===== src/rtl/lmp_pkg.sv =====
package lmp_pkg;
    typedef enum logic [2:0] {
        A_CTRL  = 3'd0,
        A_LOAD  = 3'd1,
        A_MATCH = 3'd2,
        A_COUNT = 3'd3,
        A_PRESC = 3'd4
    } reg_addr_e;

    localparam int unsigned CTRL_RUN_BIT = 0;
    localparam int unsigned CTRL_INV_BIT = 1;
endpackage


===== src/rtl/lmp_regs.sv =====
module lmp_regs
    import lmp_pkg::*;
#(
    parameter int unsigned CNT_W = 32,
    parameter int unsigned PS_W  = 3
) (
    input  logic             clk,
    input  logic             rst,
    input  logic             wr_en,
    input  logic [2:0]       wr_addr,
    input  logic [CNT_W-1:0] wr_data,
    output logic             run,
    output logic             inv,
    output logic [CNT_W-1:0] load_val,
    output logic [CNT_W-1:0] match_val,
    output logic             ps_en,
    output logic [PS_W-1:0]  ps_sel,
    output logic             cnt_wr,
    output logic             ps_wr
);
    typedef struct packed {
        logic             run;
        logic             inv;
        logic [CNT_W-1:0] load;
        logic [CNT_W-1:0] match;
        logic             ps_en;
        logic [PS_W-1:0]  ps_sel;
    } regs_t;

    regs_t s_d, s_q;

    always_comb begin
        s_d = s_q;
        if (wr_en) begin
            case (reg_addr_e'(wr_addr))
                A_CTRL: begin
                    s_d.run = wr_data[CTRL_RUN_BIT];
                    // polarity may only move while the timer is idle
                    if (!s_q.run) s_d.inv = wr_data[CTRL_INV_BIT];
                end
                A_LOAD:  s_d.load  = wr_data;
                A_MATCH: s_d.match = wr_data;
                A_PRESC: begin
                    s_d.ps_en  = wr_data[PS_W];
                    s_d.ps_sel = wr_data[PS_W-1:0];
                end
                default: ;
            endcase
        end
    end

    always_ff @(posedge clk) begin
        if (rst) s_q <= '0;
        else     s_q <= s_d;
    end

    assign run       = s_q.run;
    assign inv       = s_q.inv;
    assign load_val  = s_q.load;
    assign match_val = s_q.match;
    assign ps_en     = s_q.ps_en;
    assign ps_sel    = s_q.ps_sel;
    assign cnt_wr    = wr_en && (wr_addr == A_COUNT);
    assign ps_wr     = wr_en && (wr_addr == A_PRESC);
endmodule


===== src/rtl/lmp_prescaler.sv =====
module lmp_prescaler #(
    parameter int unsigned PS_W = 3
) (
    input  logic            clk,
    input  logic            rst,
    input  logic            run,
    input  logic            ps_en,
    input  logic [PS_W-1:0] ps_sel,
    input  logic            ps_wr,
    output logic            tick
);
    localparam int unsigned DIV_W = 1 << PS_W;

    typedef struct packed {
        logic [DIV_W-1:0] div;
    } pre_t;

    pre_t s_d, s_q;
    logic [PS_W:0]    shamt;
    logic [DIV_W:0]   span;
    logic [DIV_W-1:0] lim;

    assign shamt = {1'b0, ps_sel} + (PS_W+1)'(1);
    assign span  = (DIV_W+1)'(1) << shamt;
    assign lim   = ps_en ? DIV_W'(span - (DIV_W+1)'(1)) : '0;
    assign tick  = run && (s_q.div == lim);

    always_comb begin
        s_d = s_q;
        if (!run || ps_wr || tick) s_d.div = '0;
        else                       s_d.div = s_q.div + DIV_W'(1);
    end

    always_ff @(posedge clk) begin
        if (rst) s_q <= '0;
        else     s_q <= s_d;
    end
endmodule


===== src/rtl/lmp_counter.sv =====
module lmp_counter #(
    parameter int unsigned CNT_W = 32
) (
    input  logic             clk,
    input  logic             rst,
    input  logic             tick,
    input  logic             cnt_wr,
    input  logic [CNT_W-1:0] cnt_wdata,
    input  logic [CNT_W-1:0] load_val,
    input  logic [CNT_W-1:0] match_val,
    output logic [CNT_W-1:0] cnt,
    output logic             ovf_ev,
    output logic             cmp_ev
);
    typedef struct packed {
        logic [CNT_W-1:0] cnt;
    } cnt_t;

    cnt_t s_d, s_q;
    logic at_top;
    logic step;

    always_comb begin
        s_d    = s_q;
        at_top = (s_q.cnt == '1);
        step   = tick && !cnt_wr;
        ovf_ev = step && at_top;
        cmp_ev = step && (s_q.cnt == match_val);
        if (cnt_wr)    s_d.cnt = cnt_wdata;
        else if (tick) s_d.cnt = at_top ? load_val : s_q.cnt + CNT_W'(1);
    end

    always_ff @(posedge clk) begin
        if (rst) s_q <= '0;
        else     s_q <= s_d;
    end

    assign cnt = s_q.cnt;
endmodule


===== src/rtl/lmp_wave.sv =====
module lmp_wave (
    input  logic clk,
    input  logic rst,
    input  logic run,
    input  logic inv,
    input  logic ovf_ev,
    input  logic cmp_ev,
    output logic level,
    output logic pwm_out
);
    typedef struct packed {
        logic level;
    } wave_t;

    wave_t s_d, s_q;

    always_comb begin
        s_d = s_q;
        if (!run)        s_d.level = 1'b0;
        else if (cmp_ev) s_d.level = 1'b0;   // compare outranks overflow
        else if (ovf_ev) s_d.level = 1'b1;
    end

    always_ff @(posedge clk) begin
        if (rst) s_q <= '0;
        else     s_q <= s_d;
    end

    assign level   = s_q.level;
    assign pwm_out = (s_q.level & run) ^ inv;
endmodule


===== src/rtl/lmp_pwm_timer.sv =====
module lmp_pwm_timer
    import lmp_pkg::*;
#(
    parameter int unsigned CNT_W = 32,
    parameter int unsigned PS_W  = 3
) (
    input  logic             clk,
    input  logic             rst,
    input  logic             wr_en,
    input  logic [2:0]       wr_addr,
    input  logic [CNT_W-1:0] wr_data,
    input  logic [2:0]       rd_addr,
    output logic [CNT_W-1:0] rd_data,
    output logic             pwm_out
);
    logic             run, inv, ps_en, cnt_wr, ps_wr, tick;
    logic             ovf_ev, cmp_ev, level;
    logic [PS_W-1:0]  ps_sel;
    logic [CNT_W-1:0] load_val, match_val, cnt;

    lmp_regs #(.CNT_W(CNT_W), .PS_W(PS_W)) u_regs (
        .clk(clk), .rst(rst), .wr_en(wr_en), .wr_addr(wr_addr),
        .wr_data(wr_data), .run(run), .inv(inv), .load_val(load_val),
        .match_val(match_val), .ps_en(ps_en), .ps_sel(ps_sel),
        .cnt_wr(cnt_wr), .ps_wr(ps_wr)
    );

    lmp_prescaler #(.PS_W(PS_W)) u_pre (
        .clk(clk), .rst(rst), .run(run), .ps_en(ps_en),
        .ps_sel(ps_sel), .ps_wr(ps_wr), .tick(tick)
    );

    lmp_counter #(.CNT_W(CNT_W)) u_cnt (
        .clk(clk), .rst(rst), .tick(tick), .cnt_wr(cnt_wr),
        .cnt_wdata(wr_data), .load_val(load_val), .match_val(match_val),
        .cnt(cnt), .ovf_ev(ovf_ev), .cmp_ev(cmp_ev)
    );

    lmp_wave u_wave (
        .clk(clk), .rst(rst), .run(run), .inv(inv), .ovf_ev(ovf_ev),
        .cmp_ev(cmp_ev), .level(level), .pwm_out(pwm_out)
    );

    always_comb begin
        case (reg_addr_e'(rd_addr))
            A_CTRL:  rd_data = {{(CNT_W-3){1'b0}}, pwm_out, inv, run};
            A_COUNT: rd_data = cnt;
            default: rd_data = '0;
        endcase
    end
endmodule


===== config.mk =====
export PLATFORM = sky130hd
export DESIGN_NAME = lmp_pwm_timer
export DESIGN_NICKNAME = d
export VERILOG_FILES = /design/src/rtl/lmp_pkg.sv /design/src/rtl/lmp_regs.sv /design/src/rtl/lmp_prescaler.sv /design/src/rtl/lmp_counter.sv /design/src/rtl/lmp_wave.sv /design/src/rtl/lmp_pwm_timer.sv
export SDC_FILE = /design/constraint.sdc
export NUM_CORES = 1
export LEC_CHECK = 0
export ABC_CLOCK_PERIOD_IN_PS = 3500
export CAP_MARGIN = 20
export CORE_ASPECT_RATIO = 1.1
export CORE_MARGIN = 2
export CORE_UTILIZATION = 31
export DETAILED_ROUTE_END_ITERATION = 10
export DONT_BUFFER_PORTS = 1
export PLACE_DENSITY_LB_ADDON = 0.15
export SLEW_MARGIN = 20
export SYNTH_ARGS = -nofsm -noshare
export SYNTH_HDL_FRONTEND = slang
export SYNTH_HIERARCHICAL = 1
export SYNTH_SLANG_ARGS = --single-unit

===== constraint.sdc =====
create_clock -name clk -period 3.5 [get_ports clk]
set_input_delay 0.7 -clock clk [delete_from_list [all_inputs] [get_ports clk]]
set_output_delay 0.7 -clock clk [all_outputs]
set_load 0.02 [all_outputs]

=== After elaboration in Yosys (flattened, before gate mapping) ===
Cells that the tools add are included.

* Register bits after elaboration: 111
* Input bits: 41
* Output and inout port bits: 33

* Add/subtract/negate cells: 4
* Equal/unequal tests: 8
* Shift-type cells: 1
* Multiplexer cells: 5
* Bitwise gates (word level): 3
* Reduce and logical (&&, ||, !) cells: 20

{| class="wikitable"
|+ Operators by type and width
! cell !! number
|-
| 2-to-1 mux 32 bit || 3
|-
| case mux 32 bit (2 select lines) || 1
|-
| adder 32 x 1 -> 32 bit (second input constant) || 1
|-
| equality test 32 bit || 1
|-
| equality test 32 bit (second input constant) || 1
|-
| equality test 3 x 2 -> 1 bit (second input constant) || 3
|-
| adder 8 x 1 -> 8 bit (second input constant) || 1
|-
| equality test 8 bit || 1
|-
| 2-to-1 mux 8 bit || 1
|-
| AND reduction 2 bit || 4
|-
| left shift 1 x 4 -> 8 bit (first input constant) || 1
|-
| subtractor 8 x 1 -> 8 bit (second input constant) || 1
|-
| logical AND 1 bit || 6
|-
| zero test 3 bit || 2
|-
| adder 3 x 1 -> 4 bit (second input constant) || 1
|-
| equality test 3 x 1 -> 1 bit (second input constant) || 1
|-
| equality test 3 bit (second input constant) || 1
|-
| AND reduction 3 bit || 1
|-
| OR reduction 3 bit || 1
|-
| zero test 1 bit || 2
|-
| logical OR 1 bit || 2
|-
| nonzero test 2 bit || 1
|-
| OR reduction 2 bit || 1
|-
| bitwise AND 1 bit || 1
|-
| other kinds (2) || 2
|}

=== Depth between registers and ports, before layout ===
* Depth in word-level cells: 9
* Gate-level depth with buffers: 14
* Gate-level depth less buffers: 12

=== Hierarchy ===
Netlist, hierarchy kept.

{| class="wikitable"
|+ Modules (own cells, without submodules)
! module !! times used !! cells an instance !! area an instance (µm²) !! seq. area each (µm²)
|-
| lmp_regs || 1 || 308 || 2708.8 || 1401.3
|-
| lmp_counter || 1 || 355 || 2656.3 || 640.6
|-
| lmp_prescaler || 1 || 88 || 708.2 || 160.2
|-
| lmp_pwm_timer || 1 || 42 || 274.0 || 0.0
|-
| lmp_wave || 1 || 5 || 51.3 || 20.0
|}

=== Least setup slack after synthesis ===
Ideal clock, no wire load.

* Path kind: reg2reg
* From: reg u_regs.s_q (netlist bit u_regs/ps_sel[1])
* To: reg u_cnt.s_q (netlist bit u_cnt/cnt[27])
* Arrival time: 3.021 ns
* Required time: 3.370 ns
* Slack: 0.349 ns
* Stages on the path, launching flop included: 15
* Path buffers: 2
* Period minus slack after synthesis: 3.151 ns
* Cells stage by stage: dfxtp_1 > or3_1 > ha_1 > or3b_1 > a21oi_1 > nor3_1 > nor3_1 > nor3b_1 > clkbuf_1 > buf_1 > nor3b_1 > a21oi_1 > nor2_1 > a31oi_1 > o31ai_1

* Word-level cells in the longest chain between the ends: 7

{| class="wikitable"
|+ RTL lines
! what !! line !! RTL
|-
| start: declaration || lmp_regs.sv:30 || <nowiki>regs_t s_d, s_q;</nowiki>
|-
| start signal: assignment || lmp_regs.sv:53 || <nowiki>if (rst) s_q <= '0;</nowiki>
|-
| start signal: assignment || lmp_regs.sv:54 || <nowiki>else s_q <= s_d;</nowiki>
|-
| adder 3 x 1 -> 4 bit || lmp_prescaler.sv:23 || <nowiki>assign shamt = {1'b0, ps_sel} + (PS_W+1)'(1);</nowiki>
|-
| left shift 1 x 4 -> 8 bit || lmp_prescaler.sv:24 || <nowiki>assign span = (DIV_W+1)'(1) << shamt;</nowiki>
|-
| subtractor 8 x 1 -> 8 bit || lmp_prescaler.sv:25 || <nowiki>assign lim = ps_en ? DIV_W'(span - (DIV_W+1)'(1)) : '0;</nowiki>
|-
| 2-to-1 mux 8 bit || lmp_prescaler.sv:25 ||
|-
| equality test 8 bit || lmp_prescaler.sv:26 || <nowiki>assign tick = run && (s_q.div == lim);</nowiki>
|-
| logical AND 1 bit || lmp_prescaler.sv:26 ||
|-
| named net tick || lmp_pwm_timer.sv:16 || <nowiki>logic run, inv, ps_en, cnt_wr, ps_wr, tick;</nowiki>
|-
| nonzero test 2 bit (no source line) || -- ||
|-
| end signal: assignment || lmp_counter.sv:34 || <nowiki>if (rst) s_q <= '0;</nowiki>
|-
| end signal: assignment || lmp_counter.sv:35 || <nowiki>else s_q <= s_d;</nowiki>
|-
| end: declaration || lmp_counter.sv:19 || <nowiki>cnt_t s_d, s_q;</nowiki>
|}

The timed path passes the listed nets, and every way through them passes these cells.
A chain may end at the register's enable or synchronous reset.

=== Worst setup path in the final report ===
* From: reg u_regs.s_q (netlist bit u_regs/ps_sel[0])
* To: reg u_cnt.s_q (netlist bit u_cnt/cnt[20])

Same word-level chain as after synthesis.

==> flow_summary_export.csv <==
group,metric,value,unit
run_status,status,"finished clean",
drt,vias,5633,
layout,area_delta_synth_final,6.88,%
place,io_buffer_count,0,
critical_path,cp_num_buf_inv,2,
drt,topRoutingLayerUsed,"met4",
timing,finalSetupViolations,0,
global_route,grt_max_degree,95,
synth,synth.area.top_cells,"dfxtp_1, nand2_1, xnor2_1",
critical_path,path_cells,"or3_1 > ha_1 > or3b_1 > a21oi_1 > nor3_1 > nor3_1 > nor3b_4 > buf_6 > buf_4 > nand3_1 > a2111oi_0 > a311oi_1",
critical_path,critPathKind,"flop to flop",
power_and_ir_drop,p_per_area,368,nW/um2
synth,yosys_warnings,6,
synth,ys_async_sr_fraction,0,%
synth,syn_area,6400,um2
synth,synth-edff-count,0,
clocking,cts_tree,"yes",
synth,syn_area_per_cell,8.02,um2
timing,post-route-min-period,3.30,ns
drt,wire_per_inst,20.1,um
drt,wl_met3,1210,um
critical_path,crit_top_cell,"nor3_1",
power_and_ir_drop,intPower,1.88,mW
floorplanning,io_pins,74,
timing,clock_skew,0.0118,ns
layout,layout_commonest_cell,"nand2_1",
power_and_ir_drop,p_leak,2.25,nW
timing,tns,0,ns
place,place_hpwl,14000,um
synth,synth_ff_type,"dfxtp_1",
drt,wl,20700,um
floorplanning,die_width,141,um
timing,rsz0062_at_grt,"false",
synth,ys_seq_area_share,34.7,%
timing,hold_viol,0,
critical_path,cp_slowest_cell,"a2111oi_0",
floorplanning,start_util,31.3,%
timing,slew_viol_final,0,
floorplanning,dieHeight,155,um
clocking,numCtsBuffers,9,
layout,antennaDiodeCount,0,
drt,drcViolationCount,0,
power_and_ir_drop,clkPwrFrac,40.4,%
drt,drtIter0Drc,500,
synth,synth_cells,798,
clocking,cts_max_path_buffers,2,
place,place_ws,0.126,ns
floorplanning,coreArea,20400,um2
floorplanning,rows,55,
layout,drive_above_1_share,12.5,%
timing,fin_crit_sh,94.1,%
synth,synth_top_area_share,34.7,%
timing,worstMarginPinSlew,0.841,ns
synth,yosysTopAreaCell,"dfxtp_1",
global_route,overflow,0,
drt,wl_met2,9740,um
power_and_ir_drop,combinationalPowerShare,6.9,%
power_and_ir_drop,p_sw,0.630,mW
critical_path,crit_arrival,3.52,ns
clocking,clk_root_buffer_cell,"clkbuf_16",
drt,drt_pass1_iterations,5,
place,place_area,6520,um2
global_route,antenna_found_initial,0,
timing,layout_setup_ws,0.205,ns
global_route,grt_pass1_vias,5522,
drt,drtAntennaViolNets,0,
clocking,cts.sinks,111,
layout,num-fill-cells,2153,
min_path,hold_class,"primary input to flop",
floorplanning,dieArea,21800,um2
clocking,clock_latency,0.36,ns
power_and_ir_drop,pwr-share-seq,52.7,%
synth,syn_nets,842,
critical_path,cp.required,3.73,ns
synth,ys_types,66,
global_route,grt_pass1_wl,32300,um
drt,met1Wirelength,9260,um
layout,final_cell_mix,"nand2_1, dfxtp_1, a21oi_1",
timing,timing.fmax,0.303,GHz
power_and_ir_drop,power.share.switching,25.0,%
critical_path,crit_path_max_incr_delay,0.42,ns
layout,fin_area,6840,um2
critical_path,cp_top_family,"simple AND/OR/NAND/NOR gates",
synth,synth_seq_cells,111,
global_route,track_usage,19.2,%
drt,vias_per_cell,5.45,
critical_path,cp_max_fo,14,
power_and_ir_drop,vdd_drop_max,0.215,mV
critical_path,endpoint_kind,"flop",
critical_path,startpoint_type,"flop",
flow_run,drv_cap,0,
place,gp_congestion,0.835,
clocking,path_clk_slew,0.07,ns
layout,final_nets,816,
clocking,cts-htree-levels,3,
timing,slew_headroom,43.8,%
==> cell type report <==
| class | count | area [um2] | share of cell area, % |
|---|---|---|---|
| Clock inverter | 5 | 32.5 | 0.476 |
| Inverter | 13 | 48.8 | 0.714 |
| Timing Repair Buffer | 24 | 184 | 2.69 |
| Sequential cell | 111 | 2220 | 32.5 |
| Tap cell | 256 | 320 | 4.68 |
| Clock buffer | 11 | 253 | 3.70 |
| Multi-Input combinational cell | 613 | 3780 | 55.2 |
==> path summary, 6_finish.rpt <==
path | startpoint | to | slack, ns | depth (start not counted)
worst max-delay path | u_regs/ps_sel[0]$_SDFFE_PP0P_ | u_cnt/cnt[20]$_SDFFE_PP0P_ | 0.20 | 12
worst min-delay path | rst | u_regs/ps_sel[2]$_SDFFE_PP0P_ | 0.41 | 1
worst max register to register | u_regs/ps_sel[0]$_SDFFE_PP0P_ | u_cnt/cnt[20]$_SDFFE_PP0P_ | 0.20 | 12
worst min register to register | u_regs/load_val[9]$_SDFFE_PP0P_ | u_regs/load_val[9]$_SDFFE_PP0P_ | 0.46 | 2
==> synth_stat cells, drive strengths merged (4+ instances only) <==
master and count:
a311oi 5, xor2 18, o31ai 5, a21oi 89, mux2i 11, or3b 4, a31oi 7, o21ai 23
nor3b 19, nor4 13, nor2 39, o22ai 4, buf 35, nand4 21, clkbuf 26, inv 13
o32ai 8, nor3 20, and2 31, nand2b 4, and3 10, xnor2 43, nand2 158, nand3 26
o21a 7, dfxtp 111, or3 5
==> per-layer routing <==
layer | global-route usage, % | vias up
met5 | 0 | -
met4 | 7.10 | 0
met3 | 3.19 | 26
met2 | 31.3 | 184
met1 | 25.5 | 2705
li1 | - | 2718
==> sequential cells by signal (all words and copies together), names as in the netlist <==
signal	cells
u_regs/ps_en	1
u_cnt/cnt	32
u_regs/match_val	32
u_regs/ps_sel	3
u_regs/inv	1
u_pre/s_q	8
u_regs/run	1
u_wave/level	1
u_regs/load_val	32
==> stage by stage <==
| stage | hold WS [ns] | power, mW | cells | util, % |
|---|---|---|---|---|
| after floorplan | 0.433 | 1.50 | 798 | - |
| after global placement | 0.437 | 1.52 | 1016 | 31.9 |
| after detailed placement | 0.443 | 1.53 | 1016 | 31.9 |
| after CTS | 0.398 | 2.55 | 1032 | 33.3 |
| after global routing | 0.392 | 2.63 | 1033 | 33.5 |
| final | 0.415 | 2.51 | 1033 | 33.5 |
==> power groups by stage <==
stage / Combinational (mW) / Clock (mW) / Sequential (mW)
3_3_place_gp: 0.170 / 0 / 1.35
2_1_floorplan: 0.157 / 0 / 1.34
5_1_grt: 0.191 / 1.11 / 1.33
3_5_place_dp: 0.171 / 0 / 1.35
6_report: 0.173 / 1.02 / 1.33
4_1_cts: 0.173 / 1.06 / 1.33
==> repair_timing <==
item                                    in CTS  in global routing
resized for setup                            0                  8
buffers inserted                             0                  1
hold buffers                                 0                  0
endpoints found under the setup margin       0                 12
==> cell families (layout without fill, tap and decap cells) <==
logic type / Yosys count / in the layout / synth area share [%]
and+or+nand+nor: 370 / 370 / 30.1
adders and majority gates: 3 / 3 / 0.587
muxes: 11 / 11 / 1.72
buffers and inverters: 74 / 53 / 6.73
other: 1 / 1 / 0.0586
DFF: 111 / 111 / 34.7
xor gates and xnor gates: 61 / 61 / 8.35
AOI/OAI and AO/OA: 167 / 167 / 17.8
Power figures use the tool's default switching activity.
